<file path="src/rtl/dstat_pkg.sv">
package dstat_pkg;
  localparam int ST_W = 8;
  localparam int B_FE   = 7;
  localparam int B_PAR  = 6;
  localparam int B_BF   = 5;
  localparam int B_ABT  = 4;
  localparam int B_SS   = 3;
  localparam int B_SIR  = 2;
  localparam int B_RSV  = 1;
  localparam int B_IID  = 0;
  localparam logic [ST_W-1:0] INT_MASK =
    ST_W'((1 << B_PAR) | (1 << B_BF) | (1 << B_ABT) |
          (1 << B_SS) | (1 << B_SIR) | (1 << B_IID));
endpackage

</file>
<file path="src/rtl/dstat_evt_qual.sv">
module dstat_evt_qual
  import dstat_pkg::*;
(
  input  logic            mst_active,
  input  logic            mst_par_err,
  input  logic            tgt_par_err,
  input  logic            par_chk_en,
  input  logic            cyc_bad_addr,
  input  logic            cyc_tgt_abort,
  input  logic            abort_evt,
  input  logic            sstep_evt,
  input  logic            sir_evt,
  input  logic            iid_evt,
  output logic [ST_W-1:0] ev
);
  always_comb begin
    ev = '0;
    ev[B_PAR] = par_chk_en & ((mst_active & mst_par_err) | tgt_par_err);
    ev[B_BF]  = mst_active & (cyc_bad_addr | cyc_tgt_abort);
    ev[B_ABT] = abort_evt;
    ev[B_SS]  = sstep_evt;
    ev[B_SIR] = sir_evt;
    ev[B_IID] = iid_evt;
  end
endmodule

</file>
<file path="src/rtl/dstat_stack.sv">
module dstat_stack
  import dstat_pkg::*;
(
  input  logic            clk,
  input  logic            rst_n,
  input  logic            rd,
  input  logic [ST_W-1:0] ev,
  output logic [ST_W-1:0] vis,
  output logic [ST_W-1:0] stk
);
  logic [ST_W-1:0] vis_n, stk_n, ev_m;

  assign ev_m = ev & INT_MASK;

  always_comb begin
    if (rd) begin
      vis_n = stk;
      stk_n = ev_m;
    end else if (vis == '0) begin
      vis_n = stk | ev_m;
      stk_n = '0;
    end else begin
      vis_n = vis;
      stk_n = stk | ev_m;
    end
  end

  always_ff @(posedge clk) begin
    if (!rst_n) begin
      vis <= '0;
      stk <= '0;
    end else begin
      vis <= vis_n;
      stk <= stk_n;
    end
  end


  rd_clear_chk: assert property (@(posedge clk) disable iff (!rst_n)
    rd |=> ((vis & $past(vis) & ~$past(stk)) == '0));

  pend_hold_chk: assert property (@(posedge clk) disable iff (!rst_n)
    (!rd && vis != '0) |=> (vis == $past(vis)));

  same_cycle_stack_chk: assert property (@(posedge clk) disable iff (!rst_n)
    (rd && ev_m != '0) |=> ((stk & $past(ev_m)) == $past(ev_m)));
endmodule

</file>
<file path="src/rtl/dstat_irq_out.sv">
module dstat_irq_out
  import dstat_pkg::*;
(
  input  logic            clk,
  input  logic            rst_n,
  input  logic            rd,
  input  logic [ST_W-1:0] vis,
  input  logic [ST_W-1:0] en,
  output logic            irq,
  output logic            pend
);
  logic any_en, any_vis;

  assign any_en  = |(vis & en & INT_MASK);
  assign any_vis = |(vis & INT_MASK);

  always_ff @(posedge clk) begin
    if (!rst_n) begin
      irq  <= 1'b0;
      pend <= 1'b0;
    end else begin
      irq  <= any_en;
      pend <= rd ? 1'b0 : (pend | any_vis);
    end
  end


  irq_source_chk: assert property (@(posedge clk) disable iff (!rst_n)
    irq |-> $past((vis & en & INT_MASK) != '0));

  pend_clear_chk: assert property (@(posedge clk) disable iff (!rst_n)
    rd |=> !pend);
endmodule

</file>
<file path="src/rtl/dma_int_status.sv">
module dma_int_status
  import dstat_pkg::*;
(
  input  logic            clk,
  input  logic            rst_n,
  input  logic            rd_strobe,
  output logic [ST_W-1:0] rd_data,
  input  logic            fifo_empty,
  input  logic            mst_active,
  input  logic            mst_par_err,
  input  logic            tgt_par_err,
  input  logic            par_chk_en,
  input  logic            cyc_bad_addr,
  input  logic            cyc_tgt_abort,
  input  logic            abort_evt,
  input  logic            sstep_evt,
  input  logic            sir_evt,
  input  logic            iid_evt,
  input  logic [ST_W-1:0] int_en,
  output logic            dma_pend,
  output logic            irq
);
  logic [ST_W-1:0] ev, vis, stk;

  dstat_evt_qual u_qual (
    .mst_active(mst_active), .mst_par_err(mst_par_err),
    .tgt_par_err(tgt_par_err), .par_chk_en(par_chk_en),
    .cyc_bad_addr(cyc_bad_addr), .cyc_tgt_abort(cyc_tgt_abort),
    .abort_evt(abort_evt), .sstep_evt(sstep_evt),
    .sir_evt(sir_evt), .iid_evt(iid_evt), .ev(ev)
  );

  dstat_stack u_stack (
    .clk(clk), .rst_n(rst_n), .rd(rd_strobe), .ev(ev),
    .vis(vis), .stk(stk)
  );

  dstat_irq_out u_irq (
    .clk(clk), .rst_n(rst_n), .rd(rd_strobe), .vis(vis), .en(int_en),
    .irq(irq), .pend(dma_pend)
  );

  always_comb begin
    rd_data = vis & INT_MASK;
    rd_data[B_FE] = fifo_empty;
  end


  fe_no_irq_chk: assert property (@(posedge clk) disable iff (!rst_n)
    ((vis & INT_MASK) == '0) |=> !irq);

  reserved_zero_chk: assert property (@(posedge clk) disable iff (!rst_n)
    $past(rd_strobe) |-> (stk[B_RSV] == 1'b0));
endmodule

</file>
<file path="config.mk">
export PLATFORM = sky130hd
export DESIGN_NAME = dma_int_status
export DESIGN_NICKNAME = d
export VERILOG_FILES = /design/src/rtl/dstat_pkg.sv /design/src/rtl/dstat_evt_qual.sv /design/src/rtl/dstat_stack.sv /design/src/rtl/dstat_irq_out.sv /design/src/rtl/dma_int_status.sv
export SDC_FILE = /design/constraint.sdc
export NUM_CORES = 1
export LEC_CHECK = 0
export BUFFER_PORTS_ARGS = -buffer_cell sky130_fd_sc_hd__buf_2
export CORE_MARGIN = 2
export CORE_UTILIZATION = 38
export DETAILED_ROUTE_END_ITERATION = 8
export GPL_TIMING_DRIVEN = 0
export PLACE_DENSITY_LB_ADDON = 0.3
export SLEW_MARGIN = 20
export SYNTH_ARGS = -nofsm -noshare
export SYNTH_HDL_FRONTEND = slang
export SYNTH_SLANG_ARGS = --single-unit
</file>
<file path="constraint.sdc">
create_clock -name clk -period 1.3 [get_ports clk]
set_input_delay 0.26 -clock clk [delete_from_list [all_inputs] [get_ports clk]]
set_output_delay 0.26 -clock clk [all_outputs]
set_load 0.01 [all_outputs]
</file>
Word-level counts from Yosys, hierarchy flattened --
Cells that the tools add are included.
Cells by class: equality and inequality tests 0, mux-type cells 4, shift operators 0, reductions and logical operators 6, div/mod/pow operators 0, add/sub/neg operators 0, magnitude comparators 0, $mul 0, bitwise logic cells 9
Operators with widths (number):
- $mux 8 | 2
- $mux 7 | 2
- $reduce_or 6->1 | 2
- $logic_not 8->1 | 1
- $or 8x7->8 | 1
- $and 7x7->7 | 1
- $and 1x1->1 | 3
- $or 1x1->1 | 3
- $reduce_or 3->1 | 1
- $reduce_bool 2->1 | 1
- $reduce_or 2->1 | 1
- $not 1->1 | 1
Storage, ports and cells: bits in writable memories 0, memory bits (read-only) 0, output and inout bits 10, latch bits 0, bits in registers 18, memories 0

Longest topological paths before layout --
word-level depth 6, depth in mapped cells 5

Modules after synthesis --
A second synthesis with hierarchy kept.
Unflattened totals: cell total of the unflattened synthesis 83, area total of the unflattened synthesis 725.7 µm²
By module, submodules not included:
- dstat_stack | area an instance 541.8 µm², times used 1, cells an instance 60
- dstat_irq_out | area an instance 97.6 µm², times used 1, cells an instance 10
- dstat_evt_qual | area an instance 67.6 µm², times used 1, cells an instance 10
- dma_int_status | area an instance 18.8 µm², times used 1, cells an instance 3

Least setup slack after synthesis --
No wires, ideal clock.
path type register -> register, from register u_stack.vis[4], to register u_stack.stk[0], setup time 0.126 ns, period minus slack after synthesis 1.371 ns, cell stages (with the launch flop) 4, arrival 1.246 ns, setup slack -0.071 ns, cells stage by stage dfxtp_1 -> or4_4 -> o31ai_4 -> nor2_1
On the way: cells in the longest elaborated chain, start to end 3
Ends and longest elaborated chain:
- start: declaration | RTL line dstat_stack.sv:8 | output logic [ST_W-1:0] vis,
- start signal: assignment | RTL line dstat_stack.sv:33 | vis <= vis_n;
- $logic_not 8->1 | RTL line dstat_stack.sv:19 | end else if (vis == '0) begin
- $mux 7 | RTL line dstat_stack.sv:19
- $mux 7 | RTL line dstat_stack.sv:16 | if (rd) begin
- end signal: assignment | RTL line dstat_stack.sv:34 | stk <= stk_n;
- end: declaration | RTL line dstat_stack.sv:9 | output logic [ST_W-1:0] stk
Every way passes these cells. A chain may end at the register's enable or synchronous reset.

Worst setup path after layout --
from register u_stack.vis[5], to register u_stack.stk[5]
Same word-level chain as after synthesis.

==> results.toml <==
[floorplan]
die_w_um = 44.54
die_area_um2 = 1983
io_pins = 32
die_height_um = 44.54
core_um2 = 1524
initial_core_util = 0.4097
rows = 14

[synth]
syn_nets = 93
synth_area_leaders = "dfxtp_1 (45%), a211oi_1 (13%), nor2_1 (7.8%)"
synth_largest_area_cell = "dfxtp_1"
synth.distinct_cells = 20
ys_ff_latch = 14
synth_area_per_cell_um2 = 8.794
synth_cells = 71
ys_seq_area_frac = 0.4489
ys_warn_count = 0
syn_area_um2 = 624.3
yosys.area.top_type_share = 0.4489

[cells_and_area]
areaGrowthSynthToFinish_pct = 33.87
drive_gt1_frac = 0.4078
layout_commonest_cell = "buf_2"
utilization = 0.5484
antenna_cells = 0
seq_area_um2 = 285.3
fin_cells = 119
nNetsFinal = 127
multi_input_area_um2 = 316.6
final_cell_mix = "buf_2 (27), nor2_1 (13), dfxtp_1 (12)"
fillers = 153
final_area_um2 = 835.8

[cts]
cts_tree = "done"
clk-insertion-delay-late_ns = 0.28
root_buffer = "clkbuf_4"
numCtsBuffers = 3
ctsHoldBuffers = 0
cts_buffer_depth = 2
clock_sinks = 14
path_clk_slew_ns = 0.08
cts_max_level = 1

[power_and_ir_drop]
p_total_mw = 1.038
leakage_nw = 0.3796
vdd_drop_max_mv = 0.8750
power_density_nw_per_um2 = 1242

[timing]
finalHoldViolCount = 0
fin_worst_skew_ns = 0.003284
max_freq_ghz = 0.7003
finalSetupViolCount = 10
slew_violations = 0
fin_ws_ns = -0.1280
period_minus_slack_ns = 1.428
finalCritPeriodShare = 1.098
tns_ns = -0.9491
rsz0062_at_grt = "yes"

[placed_design]
portBuffers = 26
dp_hpwl_mm = 1.100
post_dp_cell_area_um2 = 777.0
gp_congestion = 0.7966
dp_cells = 113

[setup_path]
end_kind = "flip-flop"
cp-start-kind = "flip-flop"
reg2reg_slack_ns = -0.13
path_class = "flip-flop to flip-flop"
critPathMaxFanout = 3
arrival_ns = 1.59
required_ns = 1.46

[status]
status = "finished, violations left"
violations = "negative setup slack"

[global_route]
grt_pass1_vias = 635
grt_pass1_wl_mm = 2.608
grt_use_total = 0.1801
grt_max_degree = 11
antenna_found_initial = 0
grt_overflow = 0

[drt]
routed_wl_mm = 1.486
dr.first_iter.drc_count = 7
vias_per_cell = 5.471
first_pass_iters = 3
num_vias = 651
drc = 0
drt.antenna.violating_nets = 0
routedWlPerCell_um = 12.49

[hold_path]
min_path_type = "primary input to flip-flop"

[flow_run]
max_cap_violations = 0
## logic make-up (layout without fill, tap and decap cells)
family	Yosys count	in the layout	share of synthesized area
compound gates	31	31	0.3487
simple gates	19	19	0.1463
flops	14	14	0.4489
buf+inv	6	38	0.05008
other cells	1	1	0.006006
## cell usage after synthesis
cell / n
nor4_2: 1
a21oi_1: 5
o21ai_0: 7
o311a_1: 1
o31ai_4: 1
or2_2: 1
a21o_1: 1
or4_4: 1
buf_2: 1
nor3_1: 1
dfxtp_1: 14
conb_1: 1
clkbuf_1: 1
a211oi_1: 11
a31oi_1: 1
a22oi_1: 4
buf_4: 2
inv_1: 2
nand2_1: 2
nor2_1: 13
## flip-flops by register name, indices dropped and copies added, names as in the netlist
name	cells
u_irq.irq	1
u_irq.pend	1
u_stack.stk	6
u_stack.vis	6
## per-layer routing
metal | vias to the layer above | routed length (um) | share of wire | track usage
li1 | 329 | - | - | -
met1 | 298 | 689 | 0.46 | 0.2203
met2 | 20 | 691 | 0.47 | 0.2957
met3 | 4 | 77 | 0.052 | 0.02449
met4 | 0 | 27 | 0.018 | 0.1091
met5 | - | 0 | 0 | 0
## critical path: stages (launching register included)
cell,delay (ns)
dfxtp_4,0.35
or4_4,0.56
o31ai_4,0.23
buf_6,0.15
a21oi_2,0.03
## final timing paths
path | start | endpoint | depth (start not counted)
min reg2reg | u_stack.stk[5] | u_stack.stk[5] | 2
min | sir_evt | u_stack.stk[2] | 3
max reg2reg | u_stack.vis[5] | u_stack.stk[5] | 4
max | u_stack.vis[5] | u_stack.stk[5] | 4
## layout make-up
type	instances	share of cell area
Multi-Input combinational cell	51	0.3787
Sequential cell	14	0.3413
Timing Repair Buffer	29	0.1916
Buffer	4	0.02844
Clock buffer	3	0.02695
Tap cell	16	0.02395
Inverter	2	0.008982
## metrics by stage
stage | setup slack (ns) | hold slack (ns)
2_1_floorplan | -0.04269 | 0.3693
3_3_place_gp | -0.1585 | 0.4631
3_5_place_dp | -0.1529 | 0.4804
4_1_cts | -0.1586 | 0.2146
5_1_grt | -0.1814 | 0.2396
6_report | -0.1280 | 0.2147
## where the power goes
part / leakage (nW) / internal [mW] / total, mW / switching [mW]
logic: 0.249 / 0.135 / 0.282 / 0.147
registers: 0.117 / 0.476 / 0.517 / 0.0416
clock network: 0.0138 / 0.107 / 0.239 / 0.132
## timing repair
action / in CTS / in global routing
endpoints found under the setup margin: 11 / 13
gates resized for setup: 3 / 1
buffers inserted: 3 / 0
pin swaps: 8 / 1
No activity file was read; power rests on OpenSTA's default activity.
